File: src/rtl/bpsp_pkg.sv
package bpsp_pkg;
    typedef enum logic [0:0] {
        ST_IDLE = 1'b0,
        ST_HELD = 1'b1
    } strobe_state_t;

    localparam logic [1:0] MODE_BUFFERED = 2'b11;
endpackage

File: src/rtl/bpsp_sync.sv
module bpsp_sync #(
    parameter int WIDTH  = 1,
    parameter int STAGES = 2
) (
    input  logic             clk,
    input  logic             rst_n,
    input  logic [WIDTH-1:0] d,
    output logic [WIDTH-1:0] q
);
    logic [WIDTH-1:0] stage_q [STAGES];

    always_ff @(posedge clk or negedge rst_n) begin
        if (!rst_n) begin
            for (int s = 0; s < STAGES; s++) stage_q[s] <= '0;
        end else begin
            stage_q[0] <= d;
            for (int s = 1; s < STAGES; s++) stage_q[s] <= stage_q[s-1];
        end
    end

    assign q = stage_q[STAGES-1];
endmodule

File: src/rtl/bpsp_strobe_fsm.sv
module bpsp_strobe_fsm
    import bpsp_pkg::*;
(
    input  logic clk,
    input  logic rst_n,
    input  logic run,
    input  logic cs_act,
    input  logic stb_act,
    output logic done
);
    strobe_state_t state_q, state_d;

    always_ff @(posedge clk or negedge rst_n) begin
        if (!rst_n) state_q <= ST_IDLE;
        else        state_q <= state_d;
    end

    // next state: grab, finish, abort
    always_comb begin
        state_d = state_q;
        if (!run) begin
            state_d = ST_IDLE;
        end else begin
            unique case (state_q)
                ST_IDLE: if (cs_act && stb_act) state_d = ST_HELD;
                ST_HELD: if (!cs_act || !stb_act) state_d = ST_IDLE;
                default: state_d = ST_IDLE;
            endcase
        end
    end

    // outputs
    always_comb begin
        done = 1'b0;
        unique case (state_q)
            ST_IDLE: done = 1'b0;
            ST_HELD: done = run && cs_act && !stb_act;
            default: done = 1'b0;
        endcase
    end


    trailing_edge_chk: assert property (@(posedge clk) disable iff (!rst_n)
        done |-> $past(stb_act) && $past(cs_act));
endmodule

File: src/rtl/bpsp_port.sv
module bpsp_port
    import bpsp_pkg::*;
#(
    parameter int LANES       = 4,
    parameter int BYTE_W      = 8,
    parameter int SYNC_STAGES = 2,
    localparam int WORD_W     = LANES * BYTE_W
) (
    input  logic              clk,
    input  logic              rst_n,
    input  logic              ext_cs,
    input  logic              ext_rd,
    input  logic              ext_wr,
    input  logic [BYTE_W-1:0] ext_din,
    output logic [BYTE_W-1:0] ext_dout,
    output logic              ext_doe,
    input  logic              cfg_enable,
    input  logic [1:0]        cfg_mode,
    input  logic              cfg_cs_pol,
    input  logic              cfg_rd_pol,
    input  logic              cfg_wr_pol,
    input  logic              cfg_irq_en,
    input  logic              host_in_rd,
    output logic [WORD_W-1:0] host_in_word,
    output logic [LANES-1:0]  in_full,
    input  logic              host_out_wr,
    input  logic [WORD_W-1:0] host_out_wdata,
    output logic [LANES-1:0]  out_empty,
    output logic              irq_pulse,
    output logic              irq_flag,
    input  logic              irq_clr
);
    localparam int PTR_W  = (LANES > 1) ? $clog2(LANES) : 1;
    localparam int SYNC_W = BYTE_W + 3;
    localparam logic [PTR_W-1:0] LAST_LANE = PTR_W'(LANES - 1);

    // polarity correction at the pins
    logic cs_pin_act, rd_pin_act, wr_pin_act;
    assign cs_pin_act = cfg_cs_pol ? ext_cs : ~ext_cs;
    assign rd_pin_act = cfg_rd_pol ? ext_rd : ~ext_rd;
    assign wr_pin_act = cfg_wr_pol ? ext_wr : ~ext_wr;

    logic [SYNC_W-1:0] sync_q;
    logic [BYTE_W-1:0] din_s;
    logic cs_s, rd_s, wr_s;

    bpsp_sync #(.WIDTH(SYNC_W), .STAGES(SYNC_STAGES)) u_sync (
        .clk   (clk),
        .rst_n (rst_n),
        .d     ({ext_din, cs_pin_act, rd_pin_act, wr_pin_act}),
        .q     (sync_q)
    );
    assign {din_s, cs_s, rd_s, wr_s} = sync_q;

    logic wr_done, rd_done;

    bpsp_strobe_fsm u_wr_fsm (
        .clk(clk), .rst_n(rst_n), .run(cfg_enable),
        .cs_act(cs_s), .stb_act(wr_s), .done(wr_done)
    );
    bpsp_strobe_fsm u_rd_fsm (
        .clk(clk), .rst_n(rst_n), .run(cfg_enable),
        .cs_act(cs_s), .stb_act(rd_s), .done(rd_done)
    );

    logic buffered;
    assign buffered = (cfg_mode == MODE_BUFFERED);

    // byte captured while the write strobe is still active
    logic [BYTE_W-1:0] wr_hold_q;
    always_ff @(posedge clk or negedge rst_n) begin
        if (!rst_n)              wr_hold_q <= '0;
        else if (cs_s && wr_s)   wr_hold_q <= din_s;
    end

    // lane pointers
    logic [PTR_W-1:0] wr_ptr_q, rd_ptr_q;
    always_ff @(posedge clk or negedge rst_n) begin
        if (!rst_n) begin
            wr_ptr_q <= '0;
            rd_ptr_q <= '0;
        end else if (!cfg_enable || !buffered) begin
            wr_ptr_q <= '0;
            rd_ptr_q <= '0;
        end else begin
            if (wr_done) wr_ptr_q <= (wr_ptr_q == LAST_LANE) ? '0 : wr_ptr_q + PTR_W'(1);
            if (rd_done) rd_ptr_q <= (rd_ptr_q == LAST_LANE) ? '0 : rd_ptr_q + PTR_W'(1);
        end
    end

    logic [BYTE_W-1:0] in_lane  [LANES];
    logic [BYTE_W-1:0] out_lane [LANES];

    for (genvar g = 0; g < LANES; g++) begin : g_lane
        logic wr_hit, rd_hit;
        assign wr_hit = wr_done && (wr_ptr_q == PTR_W'(g));
        assign rd_hit = rd_done && (rd_ptr_q == PTR_W'(g));

        always_ff @(posedge clk or negedge rst_n) begin
            if (!rst_n)      in_lane[g] <= '0;
            else if (wr_hit) in_lane[g] <= wr_hold_q;
        end

        // master-side set wins over local clear
        always_ff @(posedge clk or negedge rst_n) begin
            if (!rst_n)           in_full[g] <= 1'b0;
            else if (!cfg_enable) in_full[g] <= 1'b0;
            else if (wr_hit)      in_full[g] <= 1'b1;
            else if (host_in_rd)  in_full[g] <= 1'b0;
        end

        always_ff @(posedge clk or negedge rst_n) begin
            if (!rst_n)           out_lane[g] <= '0;
            else if (host_out_wr) out_lane[g] <= host_out_wdata[g*BYTE_W +: BYTE_W];
        end


        always_ff @(posedge clk or negedge rst_n) begin
            if (!rst_n)           out_empty[g] <= 1'b1;
            else if (!cfg_enable) out_empty[g] <= 1'b1;
            else if (rd_hit)      out_empty[g] <= 1'b1;
            else if (host_out_wr) out_empty[g] <= 1'b0;
        end

        assign host_in_word[g*BYTE_W +: BYTE_W] = in_lane[g];
    end

    // bus drive
    assign ext_dout = out_lane[rd_ptr_q];
    assign ext_doe  = cfg_enable && cs_pin_act && rd_pin_act;

    // interrupt
    logic wr_evt, rd_evt;
    assign wr_evt = wr_done && (!buffered || wr_ptr_q == LAST_LANE);
    assign rd_evt = rd_done && (!buffered || rd_ptr_q == LAST_LANE);

    always_ff @(posedge clk or negedge rst_n) begin
        if (!rst_n) begin
            irq_pulse <= 1'b0;
            irq_flag  <= 1'b0;
        end else begin
            irq_pulse <= cfg_enable && cfg_irq_en && (wr_evt || rd_evt);
            if (irq_pulse)    irq_flag <= 1'b1;
            else if (irq_clr) irq_flag <= 1'b0;
        end
    end


    wr_lane_fill_chk: assert property (@(posedge clk) disable iff (!rst_n)
        (wr_done && cfg_enable) |=> in_full[$past(wr_ptr_q)]);


    rd_wrap_chk: assert property (@(posedge clk) disable iff (!rst_n)
        (rd_done && cfg_enable && buffered && rd_ptr_q == LAST_LANE) |=> rd_ptr_q == '0);


    irq_flag_src_chk: assert property (@(posedge clk) disable iff (!rst_n)
        $rose(irq_flag) |-> $past(irq_pulse));


    irq_gate_chk: assert property (@(posedge clk) disable iff (!rst_n)
        irq_pulse |-> $past(cfg_irq_en) && $past(cfg_enable));


    disable_clear_chk: assert property (@(posedge clk) disable iff (!rst_n)
        !cfg_enable |=> (wr_ptr_q == '0) && (rd_ptr_q == '0) && (in_full == '0) && (&out_empty));


    legacy_ptr_chk: assert property (@(posedge clk) disable iff (!rst_n)
        !buffered |=> (wr_ptr_q == '0) && (rd_ptr_q == '0));
endmodule

File: config.mk
export PLATFORM = sky130hd
export DESIGN_NAME = bpsp_port
export DESIGN_NICKNAME = d
export VERILOG_FILES = /design/src/rtl/bpsp_pkg.sv /design/src/rtl/bpsp_sync.sv /design/src/rtl/bpsp_strobe_fsm.sv /design/src/rtl/bpsp_port.sv
export SDC_FILE = /design/constraint.sdc
export NUM_CORES = 1
export LEC_CHECK = 0
export ABC_CLOCK_PERIOD_IN_PS = 2100
export BUFFER_PORTS_ARGS = -buffer_cell sky130_fd_sc_hd__clkbuf_2
export CAP_MARGIN = 5
export CORE_UTILIZATION = 53
export DETAILED_ROUTE_END_ITERATION = 12
export MAX_ROUTING_LAYER = met4
export PLACE_DENSITY_LB_ADDON = 0.2
export SYNTH_ARGS = -nofsm -noshare
export SYNTH_HDL_FRONTEND = slang
export SYNTH_HIERARCHICAL = 1
export SYNTH_SLANG_ARGS = --single-unit
File: constraint.sdc
create_clock -name clk -period 2.1 [get_ports clk]
set_clock_uncertainty 0.05 [all_clocks]
set_input_delay 0.42 -clock clk [delete_from_list [all_inputs] [get_ports clk]]
set_output_delay 0.42 -clock clk [all_outputs]
set_load 0.02 [all_outputs]
# Yosys cells after proc, flatten, opt, wreduce, memory -nomap -nowiden
# Cells that the tools add are included.
# word_totals
reg_bits,110
# op_classes
add_sub_neg,2
bitwise,6
eq_ne,15
muxes,42
n_reduce_logical,35
magnitude_cmp,1
# ops
operator,count
$mux 1,29
$ne 3x1->1 const B,8
$logic_and 1x1->1,19
$bmux 8 s2,1
$mux 8,2
$mux 2,6
$eq 2x2->1 const B,5
$pmux 1 s2,4
$logic_or 1x1->1,6
$reduce_bool 2->1,3
$logic_not 1->1,5
$not 1->1,5
$add 2x1->2 const B,2
$eq 2x1->1 const B,2
$logic_not 2->1,2
$ge 3x3->1 const B,1
$not 2->3,1

# Logic depth before layout (Yosys ltp)
# Gate-level depths: netlist of run 1.
# depth
word_depth,6
ltp_mapped,5
mapped_depth_nobuf,4

# Modules after synthesis
# Netlist of run 1, hierarchy kept.
# modules_own_cells
mod,n_inst,seq_area_each_um2,area_per_inst_um2,cells_per_inst
bpsp_port,1,2157.1,3626.0,234
bpsp_sync,1,550.5,633.1,33
bpsp_strobe_fsm,2,25.0,42.5,3

# Least setup slack after synthesis of run 1
# Ideal clock, no wire load.
# synth_path
path_type,flip-flop to output port
startpoint,register rd_ptr_q[0]
endpoint,output port ext_dout[0]
setup_slack_ns,0.500
t_arrival_ns,1.130
path_stages_with_launch,3
cell_sequence,dfrtp_1 -> buf_6 -> mux4_2
# synth_between
elab_chain_cells,4
# synth_rtl
item,line_no,source
start: declaration,bpsp_port.sv:77,"logic [PTR_W-1:0] wr_ptr_q, rd_ptr_q;"
start signal: assignment,bpsp_port.sv:87,if (rd_done) rd_ptr_q <= (rd_ptr_q == LAST_LANE) ? '0 : rd_ptr_q + PTR_W'(1);
$not 2->3 (not written as such),bpsp_port.sv:129,assign ext_dout = out_lane[rd_ptr_q];
$bmux 8 s2,bpsp_port.sv:129,
$mux 8 (not written as such) (2 in a row),bpsp_port.sv:129,
end: declaration,bpsp_port.sv:15,"output logic [BYTE_W-1:0] ext_dout,"
# Every way passes these cells. The select of a mux whose other input is x is not followed.

# Worst setup path in the final report of run 1
# layout_path
startpoint,register rd_ptr_q[0]
endpoint,output port ext_dout[4]
# The elaborated chain is that of the path after synthesis.

==> results by group, run 1 <==
Status
  • Status: complete, no violations

Timing
  • Final period utilization: 98.7%
  • Max-slew violation count: 0
  • Worst-margin pin slew: 469 ps
  • Setup violations, final: 0
  • Fmax: 0.483 GHz
  • Final hold slack: 106 ps
  • Final hold violation count: 0
  • Final WS setup: 27.9 ps
  • Min Tclk post-route: 2070 ps
  • Max_slew headroom: 68.7%
  • RSZ-0062 raised after global routing: true

Yosys
  • Ys Warns: 6
  • Netlist cell types: 29
  • Post-synthesis sequential area ratio: 63.5%
  • Top cell type's share of synthesized area: 61.1%
  • Cell Area, Synth: 4340 µm²
  • Synthesized area per cell: 15.9 µm²
  • Top-count cell post-synth: dfrtp_1
  • Cells after Synth: 273
  • Top cells by area, synth: dfrtp_1 61%, mux2_2 19%, mux4_2 3.6%
  • Top cells by count, synth: 106 x dfrtp_1, 72 x mux2_2, 15 x buf_4
  • Post-synth EDFFs: 0
  • Ys async rst share: 100%
  • Synth area leader: dfrtp_1
  • Syn Nets: 336
  • Post-synthesis sequential element count: 110
  • Top FF cell, synth: dfrtp_1

Pwr
  • Reg power frac: 57.8%
  • Logic pwr share: 13.2%
  • Pleak: 2.54 nW
  • Peak VDD IR: 0.504 mV
  • Clk pwr share: 29.0%
  • Sw frac: 25.4%
  • Power Density: 815 nW/µm²
  • Sw power: 0.00107 W
  • Int Pwr: 0.00314 W

Setup path
  • R2R depth: 3
  • Reg2reg end: host_in_word[28]$_DFFE_PN0P_
  • CP Depth: 3
  • CP max stage cell: mux4_2
  • Worst Path Required: 1630 ps
  • Worst setup endpoint: ext_dout[4]
  • Setup crit start kind: flip-flop
  • Worst Setup SP: rd_ptr_q[0]$_DFFE_PN0P_
  • Critical path buffers and inverters: 2
  • Endpoint class of the critical path: output pin
  • Internal reg-to-reg setup slack: 430 ps
  • Crit path DAT: 1600 ps
  • Crit-path cells: buf_6, mux4_2, buf_6
  • Setup CP Type: flip-flop to output pin
  • CP peak stage delay: 530 ps
  • CP max FO: 6
  • CP delay by family, top: multiplexers
  • RR Startpoint: u_sync/q[0]$_DFF_PN0_
  • Most used cell, CP: buf_6

Run
  • Max-cap violations: 0

Drt
  • DR WL/cell: 15.6 µm
  • DR vias/cell: 5.11
  • Antenna-violating nets left: 0
  • DRC viols: 0
  • Drt first pass iters: 4
  • Initial DRC count: 95
  • Via count: 2,473
  • WL final: 7.55 mm

Floorplan
  • Initial Util: 55.6%
  • Die area: 8560 µm²
  • Row cnt: 32
  • Die height: 92.5 µm
  • CORE AREA: 7810 µm²
  • Die Wd: 92.5 µm
  • IO Count: 106

Global route
  • First-pass GRT wire length: 12.6 mm
  • Initial antenna violation count: 0
  • GRT Util Overall: 20.2%
  • Total gr overflow: 0
  • Vias in the first global route: 2,533
  • Largest net degree at the start of global routing: 37

CTS
  • Root buffer cell: clkbuf_8
  • Clock-pin slew on the worst setup and hold paths: 100 ps
  • CTS tree: built
  • Cts bufs inserted: 9
  • Clock Tree Buf Depth: 2
  • H-tree depth: 3
  • Skew-Pair Late Insertion Delay: 360 ps
  • Clock sinks: 110

Placement
  • Setup slack at placement: 280 ps
  • GPL Wtd Cong: 0.750
  • Post-DP Area: 4920 µm²
  • Detail Placement HPWL: 5.28 mm
  • PortBufs: 105

Final layout
  • Ant diodes: 0
  • Area Overhead vs Synth: 19.0%
  • Fin util: 66.2%
  • Nets: 440
  • Final Instance Area: 5170 µm²
  • Layout cells sized above 1: 57.3%

Hold path
  • Min-delay worst type: input port to flip-flop
-- flip-flops by register name (all words and copies together), names as in the netlist --
register          count
out_empty             4
out_lane             32
wr_ptr_q              2
host_in_word         32
irq_pulse             1
u_sync/q             11
u_wr_fsm/state_q      1
rd_ptr_q              2
in_full               4
u_rd_fsm/state_q      1
wr_hold_q             8
irq_flag              1
u_sync/stage_q       11
-- area by class of cell --
type / count / area [µm²]
clock buffers: 10 / 128
multi-input cells: 138 / 1420
well taps: 102 / 128
clock inverters: 6 / 62.6
inverters: 5 / 18.8
flip-flops and latches: 110 / 2760
repair buffers: 113 / 654
fillers: 618 / 2640
-- power by group through the flow --
stage / registers, W / logic, W / clock network (W)
after floorplan: 0.00252 / 0.000266 / 0
after global placement: 0.00247 / 0.000527 / 0
after detailed placement: 0.00248 / 0.000541 / 0
after CTS: 0.00244 / 0.000545 / 0.00126
after global routing: 0.00247 / 0.000603 / 0.00134
final: 0.00244 / 0.000554 / 0.00122
-- per-stage QoR --
stage                     TNS (ps)  total power, W  std cells
final                            0         0.00421        484
after global routing         -75.4         0.00440        484
after CTS                    -5.57         0.00424        484
after detailed placement         0         0.00302        467
after global placement           0         0.00300        467
after floorplan                  0         0.00279        273
-- cells in the final DEF, fill, tap and decap left out, types with 2 or more instances in the layout --
master / Yosys / final
a21boi_0: 4 / 4
and3_2: 2 / 2
and3b_1: 2 / 2
and4b_1: 2 / 2
buf_4: 15 / 5
buf_6: 1 / 9
clkbuf_2: 0 / 97
clkbuf_8: 0 / 9
clkinv_2: 0 / 2
clkinvlp_4: 0 / 3
dfrtp_1: 106 / 105
dfstp_2: 4 / 4
ha_1: 8 / 8
inv_1: 5 / 5
mux2_2: 72 / 72
mux2i_1: 2 / 2
mux4_2: 7 / 8
nand2_1: 5 / 5
nand2_2: 4 / 4
nand2b_1: 9 / 9
nand3_1: 7 / 7
nor2_1: 2 / 2
or3b_1: 2 / 2
xnor2_1: 3 / 3
-- how the worst min path moves through the flow --
stage                            startpoint                            to  slack [ps]  cells after the start
3_5_place_dp   u_sync/stage_q[17]$_DFF_PN0_         u_sync/q[6]$_DFF_PN0_         280                      0
4_1_cts                          ext_din[4]  u_sync/stage_q[18]$_DFF_PN0_          90                      1
6_report                         ext_din[6]  u_sync/stage_q[20]$_DFF_PN0_         110                      1
3_3_place_gp   u_sync/stage_q[20]$_DFF_PN0_         u_sync/q[9]$_DFF_PN0_         280                      0
2_1_floorplan                         rst_n   host_in_word[0]$_DFFE_PN0P_          70                      0
5_1_grt                          ext_din[4]  u_sync/stage_q[18]$_DFF_PN0_          90                      1
-- metal layers --
layer | global-route usage (%) | up-vias | wire length (µm)
li1 | - | 1149 | -
met1 | 28.4 | 1247 | 3560
met2 | 29.4 | 67 | 3470
met3 | 5.09 | 10 | 409
met4 | 6.38 | 0 | 110
met5 | - | - | 0
-- kinds of logic after synthesis --
kind of cell    synth area share, %
flops                          63.5
mux                            23.4
simple gates                   5.21
buf+inv                        3.72
compound gates                 1.32
fa+ha+maj                      2.30
xor+xnor                      0.605
-- worst register-to-register path, stage by stage, from the launching register on --
cell and delay [ps]:
dfrtp_1 400, and4b_1 470, nand2_2 290, mux2_2 350
-- repair_timing --
action / 4_1_cts / 5_1_grt
endpoints found under the setup margin: 5 / 8
endpoints found under the hold margin: 28 / 0
buffers inserted: 0 / 0
hold buffers: 1 / 0
gates resized for setup: 1 / 24
(Power assumes the default switching activity.)
==> run 2, diff against run 1 <==
Settings changed: BUFFER_PORTS_ARGS -buffer_cell sky130_fd_sc_hd__clkbuf_2 to -buffer_cell sky130_fd_sc_hd__buf_4.
==> run 2 against run 1 <==
Clock-buffer cell count increased by 1. Critical path depth unchanged. Critical endpoint unchanged. Fmax increased by 1.9%. Critical path type unchanged. Largest power group unchanged. Worst hold slack got worse by 34 ps.
==> results by group, run 2 (same netlist as run 1, synthesis figures left out) <==
Status
  • Status: complete, no violations

Final layout
  • Ant diodes: 0
  • Fin util: 68.7%
  • Non-Filler Instances: 480
  • Nets: 436
  • Multi-input gate area: 1420 µm²
  • Most common cell after layout, fill and taps aside: dfrtp_1
  • Layout cells sized above 1: 57.4%
  • Reg area: 2760 µm²
  • Fillers: 573
  • Area Overhead vs Synth: 23.4%
  • Commonest non-fill, non-tap cells in the layout: 105 x dfrtp_1, 103 x buf_4, 72 x mux2_2

CTS
  • CTS tree: built
  • Root buffer cell: clkbuf_8
  • H-tree depth: 3
  • # hold bufs at CTS: 0
  • Clock-pin slew on the worst setup and hold paths: 100 ps
  • Skew-Pair Late Insertion Delay: 360 ps
  • Clock sinks: 110
  • Cts bufs inserted: 9
  • Clock Tree Buf Depth: 2

Floorplan
  • IO Count: 106
  • Row cnt: 32
  • Die area: 8560 µm²
  • Die Wd: 92.5 µm
  • Die height: 92.5 µm
  • CORE AREA: 7810 µm²
  • Initial Util: 55.6%

Setup path
  • Endpoint class of the critical path: output pin
  • Worst Path Required: 1630 ps
  • Most used cell, CP: buf_6
  • Crit path DAT: 1560 ps
  • R2R depth: 3
  • Setup CP Type: flip-flop to output pin
  • CP max FO: 5
  • Setup crit start kind: flip-flop
  • CP peak stage delay: 520 ps
  • CP max stage cell: mux4_2
  • Crit-path cells: buf_6, mux4_2, buf_6

Global route
  • GR Layer Usage met1: 27.3%
  • Total gr overflow: 0
  • Grt met2 use: 30.7%
  • GRT busiest layer: met2
  • Largest net degree at the start of global routing: 111
  • First-pass GRT wire length: 12.7 mm
  • GRT Util Overall: 20.1%
  • Initial antenna violation count: 0
  • Met3 usage: 5.50%
  • Vias in the first global route: 2,512

Pwr
  • Pleak: 2.58 nW
  • Peak VDD IR: 0.497 mV
  • Total power: 0.00423 W
  • Power Density: 789 nW/µm²

Timing
  • Final hold violation count: 0
  • Final period utilization: 96.8%
  • Max-slew violation count: 0
  • Min Tclk post-route: 2030 ps
  • Setup violations, final: 0
  • Worst-margin pin slew: 569 ps
  • Fmax: 0.492 GHz
  • RSZ-0062 raised after global routing: true
  • Final hold slack: 71.3 ps
  • Max_slew headroom: 62.1%
  • Final WS setup: 67.4 ps

Drt
  • DR vias/cell: 5.20
  • DRC viols: 0
  • WL final: 7.79 mm
  • Via count: 2,496
  • Drt first pass iters: 4
  • DR WL/cell: 16.2 µm
  • Antenna-violating nets left: 0
  • Initial DRC count: 116

Run
  • Max-cap violations: 0

Placement
  • PortBufs: 105
  • Setup slack at placement: 305 ps
  • Detail Placement HPWL: 5.34 mm
  • Inst Count DP: 463
  • GPL Wtd Cong: 0.742

Hold path
  • Min-delay worst type: input port to async pin
run 2: cell count changes in the layout (fill, tap and decap cells not counted), moves of 2 or more:
cell	before	now
clkbuf_2	97	0
buf_4	5	103
clkbuf_8	9	11
buf_6	9	5
run 2: worst max-delay path, delay by kind of cell, from the launching register on:
family                 cells  cell delay [ps]
buffers and inverters      2              300
flip-flops                 1              380
multiplexers               1              520
run 2: where the power goes:
group / internal (W) / switching, W / total (W)
Clock: 0.000495 / 0.000682 / 0.00118
Combinational: 0.000336 / 0.000270 / 0.000606
Sequential: 0.00231 / 0.000132 / 0.00245
run 2: final timing paths:
kind / start / to / slack, ps
max: rd_ptr_q[0]$_DFFE_PN0P_ / ext_dout[4] / 70
min: rst_n / irq_flag$_DFFE_PN0P_ / 70
max reg2reg: u_sync/q[0]$_DFF_PN0_ / host_in_word[16]$_DFFE_PN0P_ / 460
min reg2reg: u_sync/stage_q[21]$_DFF_PN0_ / u_sync/q[10]$_DFF_PN0_ / 310
max in group asynchronous: rst_n / host_in_word[17]$_DFFE_PN0P_ / 1490
min in group clk: ext_din[6] / u_sync/stage_q[20]$_DFF_PN0_ / 110
run 2: metrics by stage:
stage	cell area [µm²]	TNS [ps]
finish	5360	0
global route	5360	-0.714
CTS	5340	0
detailed placement	5150	0
global placement	5150	0
floorplan	4340	0
run 2: final cells by class:
class,count,area share (%)
clock inverters,5,0.630
well taps,102,2.38
clock buffers,11,2.82
repair buffers,109,15.8
inverters,5,0.350
multi-input cells,138,26.5
flip-flops and latches,110,51.5
run 2: timing repair:
item | in CTS | in global routing
gates resized for setup | 4 | 3
setup endpoints to repair | 8 | 6
setup buffers | 0 | 1
run 2: layer usage:
layer	up-vias	routed length, µm
met4	0	27
met1	1276	3590
met5	-	0
li1	1140	-
met2	76	3760
met3	4	411
